<file path="src/rtl/tdm_rx_pkg.sv">
`timescale 1ns/1ps
package tdm_rx_pkg;
    localparam int unsigned TAG_BITS_DEF    = 16;
    localparam int unsigned SLOT_BITS_DEF   = 20;
    localparam int unsigned NUM_SLOTS_DEF   = 12;
    localparam int unsigned SAMPLE_BITS_DEF = 18;
    // slot roles (1-based slot numbers)
    localparam int unsigned ADDR_SLOT  = 1;
    localparam int unsigned DATA_SLOT  = 2;
    localparam int unsigned LEFT_SLOT  = 3;
    localparam int unsigned RIGHT_SLOT = 4;

    // slot index 0 is the tag slot, NUM_SLOTS+1 is the idle state after a frame
    function automatic int unsigned idx_width(int unsigned n_slots);
        return $clog2(n_slots + 2);
    endfunction
endpackage

</file>
<file path="src/rtl/tdm_rx_align.sv">
`timescale 1ns/1ps
module tdm_rx_align
    import tdm_rx_pkg::*;
#(
    parameter int unsigned TAG_BITS  = TAG_BITS_DEF,
    parameter int unsigned SLOT_BITS = SLOT_BITS_DEF,
    parameter int unsigned NUM_SLOTS = NUM_SLOTS_DEF,
    parameter int unsigned IDX_W     = idx_width(NUM_SLOTS)
) (
    input  logic             bit_clk,
    input  logic             rst_n,
    input  logic             sync,
    output logic             cap_en,
    output logic             last_bit,
    output logic [IDX_W-1:0] slot_idx,
    output logic             sync_err
);
    localparam int unsigned POS_W = $clog2(SLOT_BITS);

    typedef struct packed {
        logic             sync_prev;
        logic             locked;
        logic [IDX_W-1:0] slot;
        logic [POS_W-1:0] pos;
        logic             err;
    } align_t;

    align_t s_d, s_q;
    logic   rise, aligned, in_frame, slot_end;

    always_comb begin
        rise     = sync & ~s_q.sync_prev;
        in_frame = s_q.locked && (s_q.slot <= IDX_W'(NUM_SLOTS));
        slot_end = (s_q.slot == '0) ? (s_q.pos == POS_W'(TAG_BITS - 1))
                                    : (s_q.pos == POS_W'(SLOT_BITS - 1));
        aligned  = (s_q.slot == IDX_W'(NUM_SLOTS)) && (s_q.pos == POS_W'(SLOT_BITS - 1));
        cap_en   = in_frame && (!rise || aligned);
        last_bit = cap_en && slot_end;

        s_d           = s_q;
        s_d.sync_prev = sync;
        s_d.err       = 1'b0;
        if (rise) begin
            s_d.locked = 1'b1;
            s_d.slot   = '0;
            s_d.pos    = '0;
            s_d.err    = s_q.locked && !aligned;
        end else if (cap_en) begin
            if (slot_end) begin
                s_d.pos  = '0;
                s_d.slot = s_q.slot + 1'b1;
            end else begin
                s_d.pos  = s_q.pos + 1'b1;
            end
        end
    end

    always_ff @(negedge bit_clk or negedge rst_n) begin
        if (!rst_n) s_q <= '0;
        else        s_q <= s_d;
    end

    assign slot_idx = s_q.slot;
    assign sync_err = s_q.err;
endmodule

</file>
<file path="src/rtl/tdm_rx_shift.sv">
`timescale 1ns/1ps
module tdm_rx_shift
    import tdm_rx_pkg::*;
#(
    parameter int unsigned SLOT_BITS = SLOT_BITS_DEF
) (
    input  logic                 bit_clk,
    input  logic                 rst_n,
    input  logic                 cap_en,
    input  logic                 sdin,
    output logic [SLOT_BITS-1:0] word
);
    logic [SLOT_BITS-2:0] sh_d, sh_q;

    always_comb begin
        word = {sh_q, sdin};
        sh_d = cap_en ? word[SLOT_BITS-2:0] : sh_q;
    end

    always_ff @(negedge bit_clk or negedge rst_n) begin
        if (!rst_n) sh_q <= '0;
        else        sh_q <= sh_d;
    end
endmodule

</file>
<file path="src/rtl/tdm_rx_route.sv">
`timescale 1ns/1ps
module tdm_rx_route
    import tdm_rx_pkg::*;
#(
    parameter int unsigned TAG_BITS    = TAG_BITS_DEF,
    parameter int unsigned SLOT_BITS   = SLOT_BITS_DEF,
    parameter int unsigned NUM_SLOTS   = NUM_SLOTS_DEF,
    parameter int unsigned SAMPLE_BITS = SAMPLE_BITS_DEF,
    parameter int unsigned IDX_W       = idx_width(NUM_SLOTS)
) (
    input  logic                   bit_clk,
    input  logic                   rst_n,
    input  logic                   last_bit,
    input  logic [IDX_W-1:0]       slot_idx,
    input  logic [SLOT_BITS-1:0]   word,
    output logic                   tag_stb,
    output logic [TAG_BITS-1:0]    tag_word,
    output logic [NUM_SLOTS-1:0]   slot_stb,
    output logic [SLOT_BITS-1:0]   slot_data,
    output logic [SLOT_BITS-1:0]   stat_addr,
    output logic [SLOT_BITS-1:0]   stat_data,
    output logic [SAMPLE_BITS-1:0] rec_left,
    output logic [SAMPLE_BITS-1:0] rec_right
);
    typedef struct packed {
        logic [TAG_BITS-1:0]    tag;
        logic                   tag_stb;
        logic [NUM_SLOTS-1:0]   stb;
        logic [SLOT_BITS-1:0]   data;
        logic [SLOT_BITS-1:0]   addr;
        logic [SLOT_BITS-1:0]   sdat;
        logic [SAMPLE_BITS-1:0] left;
        logic [SAMPLE_BITS-1:0] right;
    } route_t;

    route_t               r_d, r_q;
    logic [NUM_SLOTS-1:0] slot_en;

    // tag bit just below the frame-valid bit enables slot 1, and so on downwards
    for (genvar g = 0; g < NUM_SLOTS; g++) begin : g_en
        assign slot_en[g] = r_q.tag[TAG_BITS-2-g];
    end

    always_comb begin
        r_d         = r_q;
        r_d.tag_stb = 1'b0;
        r_d.stb     = '0;
        if (last_bit) begin
            if (slot_idx == '0) begin
                r_d.tag     = word[TAG_BITS-1:0];
                r_d.tag_stb = 1'b1;
            end else begin
                for (int n = 0; n < NUM_SLOTS; n++) begin
                    if (slot_idx == IDX_W'(n + 1) && slot_en[n]) begin
                        r_d.stb[n] = 1'b1;
                        r_d.data   = word;
                    end
                end
            end
        end
        if (r_d.stb[ADDR_SLOT-1])  r_d.addr  = word;
        if (r_d.stb[DATA_SLOT-1])  r_d.sdat  = word;
        if (r_d.stb[LEFT_SLOT-1])  r_d.left  = word[SLOT_BITS-1 -: SAMPLE_BITS];
        if (r_d.stb[RIGHT_SLOT-1]) r_d.right = word[SLOT_BITS-1 -: SAMPLE_BITS];
    end

    always_ff @(negedge bit_clk or negedge rst_n) begin
        if (!rst_n) r_q <= '0;
        else        r_q <= r_d;
    end

    assign tag_stb   = r_q.tag_stb;
    assign tag_word  = r_q.tag;
    assign slot_stb  = r_q.stb;
    assign slot_data = r_q.data;
    assign stat_addr = r_q.addr;
    assign stat_data = r_q.sdat;
    assign rec_left  = r_q.left;
    assign rec_right = r_q.right;
endmodule

</file>
<file path="src/rtl/tdm_frame_rx.sv">
`timescale 1ns/1ps
module tdm_frame_rx
    import tdm_rx_pkg::*;
#(
    parameter int unsigned TAG_BITS    = TAG_BITS_DEF,
    parameter int unsigned SLOT_BITS   = SLOT_BITS_DEF,
    parameter int unsigned NUM_SLOTS   = NUM_SLOTS_DEF,
    parameter int unsigned SAMPLE_BITS = SAMPLE_BITS_DEF
) (
    input  logic                   bit_clk,
    input  logic                   rst_n,
    input  logic                   sync,
    input  logic                   sdin,
    output logic                   tag_stb,
    output logic [TAG_BITS-1:0]    tag_word,
    output logic [NUM_SLOTS-1:0]   slot_stb,
    output logic [SLOT_BITS-1:0]   slot_data,
    output logic [SLOT_BITS-1:0]   stat_addr,
    output logic [SLOT_BITS-1:0]   stat_data,
    output logic [SAMPLE_BITS-1:0] rec_left,
    output logic [SAMPLE_BITS-1:0] rec_right,
    output logic                   sync_err
);
    localparam int unsigned IDX_W = idx_width(NUM_SLOTS);

    logic                 cap_en, last_bit;
    logic [IDX_W-1:0]     slot_idx;
    logic [SLOT_BITS-1:0] word;

    tdm_rx_align #(
        .TAG_BITS(TAG_BITS), .SLOT_BITS(SLOT_BITS),
        .NUM_SLOTS(NUM_SLOTS), .IDX_W(IDX_W)
    ) u_align (
        .bit_clk(bit_clk), .rst_n(rst_n), .sync(sync),
        .cap_en(cap_en), .last_bit(last_bit),
        .slot_idx(slot_idx), .sync_err(sync_err)
    );

    tdm_rx_shift #(.SLOT_BITS(SLOT_BITS)) u_shift (
        .bit_clk(bit_clk), .rst_n(rst_n), .cap_en(cap_en),
        .sdin(sdin), .word(word)
    );

    tdm_rx_route #(
        .TAG_BITS(TAG_BITS), .SLOT_BITS(SLOT_BITS), .NUM_SLOTS(NUM_SLOTS),
        .SAMPLE_BITS(SAMPLE_BITS), .IDX_W(IDX_W)
    ) u_route (
        .bit_clk(bit_clk), .rst_n(rst_n), .last_bit(last_bit),
        .slot_idx(slot_idx), .word(word),
        .tag_stb(tag_stb), .tag_word(tag_word),
        .slot_stb(slot_stb), .slot_data(slot_data),
        .stat_addr(stat_addr), .stat_data(stat_data),
        .rec_left(rec_left), .rec_right(rec_right)
    );
endmodule

</file>
<file path="config.mk">
export PLATFORM = sky130hd
export DESIGN_NAME = tdm_frame_rx
export DESIGN_NICKNAME = d
export VERILOG_FILES = /design/src/rtl/tdm_rx_pkg.sv /design/src/rtl/tdm_rx_align.sv /design/src/rtl/tdm_rx_shift.sv /design/src/rtl/tdm_rx_route.sv /design/src/rtl/tdm_frame_rx.sv
export SDC_FILE = /design/constraint.sdc
export NUM_CORES = 1
export LEC_CHECK = 0
export ABC_AREA = 1
export BUFFER_PORTS_ARGS = -buffer_cell sky130_fd_sc_hd__buf_2
export CAP_MARGIN = 20
export CORE_ASPECT_RATIO = 0.9
export CORE_UTILIZATION = 40
export CTS_BUF_LIST = sky130_fd_sc_hd__clkbuf_8
export DETAILED_ROUTE_END_ITERATION = 12
export GPL_TIMING_DRIVEN = 1
export PLACE_DENSITY = 0.72
export RECOVER_POWER = 50
export SYNTH_ARGS = -nofsm -noshare
export SYNTH_HDL_FRONTEND = slang
export SYNTH_HIERARCHICAL = 1
export SYNTH_SLANG_ARGS = --single-unit
</file>
<file path="constraint.sdc">
create_clock -name bit_clk -period 4.7 [get_ports bit_clk]
set_clock_uncertainty 0.05 [all_clocks]
set_input_delay 0.235 -clock bit_clk [delete_from_list [all_inputs] [get_ports bit_clk]]
set_output_delay 0.235 -clock bit_clk [all_outputs]
set_load 0.005 [all_outputs]
</file>
* Word level (Yosys, flattened, before mapping)
Index checks and enable logic that the tools add are counted.
Operators by class: bitwise logic cells 3, mux-type cells 32, equality and inequality tests 14, $add $sub $neg 2, order comparisons 1, reduce and logical (&&, ||, !) cells 27
Operators with widths (number):
- 2-to-1 mux 20 bit | 11
- 2-to-1 mux 33 bit | 1
- 2-to-1 mux 32 bit | 1
- 2-to-1 mux 21 bit | 1
- equality test 4 bit (second input constant) | 5
- 2-to-1 mux 9 bit | 2
- logical AND 1 bit | 17
- equality test 4 x 3 -> 1 bit (second input constant) | 4
- 2-to-1 mux 1 bit | 14
- nonzero test 12 bit | 1
- equality test 4 x 2 -> 1 bit (second input constant) | 2
- adder 5 x 1 -> 5 bit (second input constant) | 1
- equality test 5 x 4 -> 1 bit (second input constant) | 1
- equality test 5 bit (second input constant) | 1
- 2-to-1 mux 5 bit | 1
- adder 4 x 1 -> 4 bit (second input constant) | 1
- equality test 4 x 1 -> 1 bit (second input constant) | 1
- <= comparator 4 bit (second input constant) | 1
- zero test 4 bit | 1
- 2-to-1 mux 4 bit | 1
- AND reduction 2 bit | 2
- nonzero test 2 bit | 2
- AND reduction 3 bit | 1
- zero test 1 bit | 2
- other kinds (3) | 4
Storage, ports and cells: input port bits 4, word-level logic and storage cells 93, bits in registers 156, output and inout bits 126

* Longest topological paths before layout
word-level depth 16, mapped depth 15, mapped depth without buffers 13

* Hierarchy
The synthesis kept the hierarchy.
Modules (own cells, without submodules):
- tdm_rx_route | sequential area each 3128.0 µm², cells each 469, area an instance 4782.1 µm², times used 1
- tdm_rx_align | sequential area each 300.3 µm², cells each 106, area an instance 798.3 µm², times used 1
- tdm_rx_shift | sequential area each 475.5 µm², cells each 81, area an instance 745.7 µm², times used 1

==> impl_results.html <==
<table>
<tr><th>Metric</th><th>Value</th></tr>
<tr><th colspan="2">Run status</th></tr>
<tr><td>Outcome</td><td>complete, but fails checks</td></tr>
<tr><td>Violations in the final reports</td><td>capacitance limit, slew limit</td></tr>
<tr><th colspan="2">Drt</th></tr>
<tr><td>First-iteration detailed-routing DRC count</td><td>450</td></tr>
<tr><td>Mean routed wirelength per cell</td><td>15.05 um</td></tr>
<tr><td>Number of iterations in the first detailed-routing pass</td><td>6</td></tr>
<tr><td>Total length of routed wires</td><td>14.98 mm</td></tr>
<tr><td>Post-route antenna net violation count</td><td>0</td></tr>
<tr><td>DR vias/cell</td><td>4.847</td></tr>
<tr><td>DRC violations left</td><td>0</td></tr>
<tr><td>Number of vias in the routed layout</td><td>4,823</td></tr>
<tr><th colspan="2">Finish</th></tr>
<tr><td>Area growth from synthesis to layout</td><td>16.46%</td></tr>
<tr><td>Nets</td><td>788</td></tr>
<tr><td>Final Cell Area</td><td>7367 sq um</td></tr>
<tr><td>Layout cells sized above 1</td><td>27.36%</td></tr>
<tr><td>Leading cell types in the layout, fill and taps excluded</td><td>212 x sky130_fd_sc_hd__nand2_1, 156 x sky130_fd_sc_hd__dfrtn_1, 118 x sky130_fd_sc_hd__buf_2</td></tr>
<tr><td>Count of filler cells inserted in the layout</td><td>1,479</td></tr>
<tr><td>Number of inserted diodes</td><td>0</td></tr>
<tr><td>Most common cell after layout, fill and taps aside</td><td>sky130_fd_sc_hd__nand2_1</td></tr>
<tr><th colspan="2">Synth</th></tr>
<tr><td>Post-Syn Area per Cell</td><td>9.643 sq um</td></tr>
<tr><td>Biggest area contributors in the synthesized netlist</td><td>sky130_fd_sc_hd__dfrtn_1 62%, sky130_fd_sc_hd__nand2_1 12%, sky130_fd_sc_hd__o21ai_1 4.6%</td></tr>
<tr><td>Seq/Total Area, Yosys</td><td>61.71%</td></tr>
<tr><td>#FFs+latches synth</td><td>156</td></tr>
<tr><td>Number of distinct library cells after synthesis</td><td>24</td></tr>
<tr><td>Post-synth design cell area</td><td>6326 sq um</td></tr>
<tr><td>Portion of synthesized cell area occupied by the leading cell type</td><td>61.71%</td></tr>
<tr><td>Synthesized instance count</td><td>656</td></tr>
<tr><td>Synthesized net count</td><td>664</td></tr>
<tr><td>Total of warnings raised by yosys</td><td>6</td></tr>
<tr><td>Top cell type by total area after synthesis</td><td>sky130_fd_sc_hd__dfrtn_1</td></tr>
<tr><th colspan="2">Power and ir drop</th></tr>
<tr><td>Leakage dissipation</td><td>0.004044 uW</td></tr>
<tr><td>Max rail drop VDD</td><td>211.3 uV</td></tr>
<tr><td>Pwr Density</td><td>371.0 nW/um^2</td></tr>
<tr><th colspan="2">Floorplanning</th></tr>
<tr><td>DIE HEIGHT</td><td>121.3 um</td></tr>
<tr><td>Number of placed I/O pins</td><td>130</td></tr>
<tr><td>Chip Width</td><td>134.6 um</td></tr>
<tr><td>Starting density of the core</td><td>40.97%</td></tr>
<tr><td>Number of standard-cell rows in the floorplan</td><td>43</td></tr>
<tr><td>Core Area</td><td>15,440 sq um</td></tr>
<tr><td>Area of the die</td><td>16,320 sq um</td></tr>
<tr><th colspan="2">Clocking</th></tr>
<tr><td>Hold bufs inserted after CTS</td><td>0</td></tr>
<tr><td>Number of setup buffers added after CTS</td><td>0</td></tr>
<tr><td>Clock H-tree levels</td><td>4</td></tr>
<tr><td>CTS tree</td><td>yes</td></tr>
<tr><td>Clock Path Buffers</td><td>2</td></tr>
<tr><td>Buffer type at the clock tree root</td><td>sky130_fd_sc_hd__clkbuf_8</td></tr>
<tr><td>Clock slew seen by the registers of the worst setup and hold paths</td><td>0.05 ns</td></tr>
<tr><td>Post-cts repair resize count</td><td>0</td></tr>
<tr><td>CTS sink count</td><td>156</td></tr>
<tr><td>Clock insertion delay at the later pin of the skew report</td><td>0.40 ns</td></tr>
<tr><td>Number of CTS-inserted buffers</td><td>17</td></tr>
<tr><th colspan="2">Timing</th></tr>
<tr><td>Setup-violating endpoint count in the final report</td><td>0</td></tr>
<tr><td>Number of endpoints with negative hold slack in the final report</td><td>0</td></tr>
<tr><td>Worst slew margin relative to its limit</td><td>-23.24%</td></tr>
<tr><td>Pins over their slew limit</td><td>74</td></tr>
<tr><td>Total negative slack for setup checks</td><td>0 ns</td></tr>
<tr><td>Transition at the pin with the smallest max-transition slack</td><td>1.849 ns</td></tr>
<tr><td>Unrepaired setup endpoints after global routing</td><td>false</td></tr>
<tr><th colspan="2">GRT</th></tr>
<tr><td>Number of antenna violations at the first check in global routing</td><td>0</td></tr>
<tr><td>Vias in the first global route</td><td>4,452</td></tr>
<tr><td>Wire length of the first global-routing pass</td><td>23.84 mm</td></tr>
<tr><td>Global route total overflow</td><td>0</td></tr>
<tr><td>Global-route total usage across every layer</td><td>19.48%</td></tr>
<tr><td>Pin count of the biggest net entering global routing</td><td>75</td></tr>
<tr><th colspan="2">Setup path</th></tr>
<tr><td>Critical path launch point type</td><td>input pin</td></tr>
<tr><td>Required time worst endpoint</td><td>2.55 ns</td></tr>
<tr><td>Reg-to-Reg Start</td><td>u_align/slot_idx[0]</td></tr>
<tr><td>Setup slack on the worst flop-to-flop path</td><td>2.12 ns</td></tr>
<tr><td>CP max stage delay</td><td>0.40 ns</td></tr>
<tr><td>Cell breakdown of the critical path</td><td>clkbuf_1 &gt; nand2_1 &gt; inv_1 &gt; nand2_1 &gt; nand2_1 &gt; nor2_1 &gt; buf_4 &gt; nand2_2 &gt; nand2_2 &gt; nand2_1</td></tr>
<tr><td>Top cell by count, worst path</td><td>sky130_fd_sc_hd__nand2_1</td></tr>
<tr><td>Crit path max fanout</td><td>22</td></tr>
<tr><td>Cell depth of the worst flop-to-flop path</td><td>12</td></tr>
<tr><td>Critical path capture point type</td><td>flop</td></tr>
<tr><td>Startpoint-to-endpoint class of the critical path</td><td>in -&gt; reg</td></tr>
<tr><td>Slowest stage cell, crit path</td><td>sky130_fd_sc_hd__nand2_2</td></tr>
<tr><td>Critical register-to-register path endpoint</td><td>u_route/rec_right[8]</td></tr>
<tr><td>Worst path arrival time</td><td>1.98 ns</td></tr>
<tr><th colspan="2">Hold path</th></tr>
<tr><td>Worst hold path cell count</td><td>2</td></tr>
<tr><td>Critical hold path startpoint</td><td>u_route/slot_data[5]</td></tr>
<tr><td>Hold WC Path Type</td><td>reg -&gt; reg</td></tr>
<tr><td>Worst Hold End</td><td>u_route/slot_data[5]</td></tr>
<tr><th colspan="2">Placed design</th></tr>
<tr><td>Half-perimeter wire length after placement</td><td>10.49 mm</td></tr>
<tr><td>Cell area after placement</td><td>7073 sq um</td></tr>
<tr><td>Weighted congestion reported at the end of routability-driven placement</td><td>0.8676</td></tr>
<tr><td>Count of buffers from port buffering</td><td>129</td></tr>
<tr><th colspan="2">Job</th></tr>
<tr><td>Total of max-cap violations</td><td>1</td></tr>
</table>
==> flip-flops by register name, indices dropped and copies added, names as in the netlist <==
signal             flops
u_route/rec_left      18
u_route/rec_right     18
u_shift/sh_q          19
u_align/slot_idx       4
u_align/sync_err       1
u_route/slot_stb      12
u_route/slot_data     20
u_route/tag_word      16
u_route/tag_stb        1
u_route/stat_addr     20
u_align/s_q            7
u_route/stat_data     20
==> layout make-up <==
cell class / count / area, sq um / area share (%)
Clock buffer: 20 / 275.3 / 3.736
Clock inverter: 12 / 72.57 / 0.9851
Inverter: 49 / 183.9 / 2.497
Tap cell: 202 / 252.7 / 3.431
Multi-Input combinational cell: 418 / 1973 / 26.78
Timing Repair Buffer: 138 / 705.7 / 9.579
Sequential cell: 156 / 3904 / 52.99
==> where the power goes <==
| part | switching, uW | leakage, uW | total [uW] | internal [uW] |
|---|---|---|---|---|
| clock | 489 | 0.000189 | 891 | 402 |
| combinational | 202 | 0.00171 | 299 | 97.3 |
| sequential | 97.4 | 0.00214 | 1540 | 1450 |
==> worst max path at each step <==
| stage | cells after the start | end | slack, ns | start |
|---|---|---|---|---|
| floorplan | 13 | u_route/stat_data[6] | 0.57 | sync |
| global placement | 10 | u_route/slot_data[7] | 0.38 | sync |
| detailed placement | 10 | u_route/slot_data[8] | 0.33 | sync |
| CTS | 10 | u_route/slot_data[8] | 0.76 | sync |
| global route | 11 | u_route/stat_data[16] | 0.37 | sync |
| finish | 10 | u_route/slot_data[8] | 0.56 | sync |
==> layer usage <==
metal / GRT usage (%) / part of all wire (%)
met2: 28.08 / 44
met1: 27.96 / 47
met4: 5.337 / 0.97
met5: 0 / 0
met3: 6.391 / 7.1
==> synth_stat cells (all sizes together) <==
master	instances
nand2	238
nor2	32
nand3b	1
nand3	38
xor2	1
a21oi	1
clkbuf	5
nand4	7
inv	49
buf	28
o21ai	95
o21bai	1
dfrtn	156
ha	4
==> critical path: cells and delay by family <==
| kind | cells | cell delay [ns] |
|---|---|---|
| buffers and inverters | 3 | 0.44 |
| and+or+nand+nor | 7 | 1.28 |
==> logic make-up (layout without fill, tap and decap cells) <==
family                   count (synthesis)  in the layout  synth area share (%)
buffers and inverters                   82            219                 6.665
XOR/XNOR                                 1              1                0.1385
flip-flops                             156            156                 61.71
adder cells (fa/ha/maj)                  4              4                0.7912
AND/OR/NAND/NOR                        316            316                 21.86
AO/OA/AOI/OAI                           97             97                 8.841
==> per-stage QoR <==
| stage | util [%] | std cells | hold WS, ns | setup WS (ns) | total power [uW] |
|---|---|---|---|---|---|
| after global routing | 47.71 | 995 | 0.4067 | 0.3715 | 2874 |
| after detailed placement | 45.81 | 963 | 0.3756 | 0.3316 | 1871 |
| after CTS | 48.06 | 995 | 0.3772 | 0.7625 | 2763 |
| final | 47.71 | 995 | 0.3751 | 0.5622 | 2734 |
| after floorplan | - | 656 | 0.3746 | 0.5749 | 1701 |
| after global placement | 45.81 | 963 | 0.3754 | 0.3810 | 1863 |
Note: power is estimated with default switching activity, not from simulation.
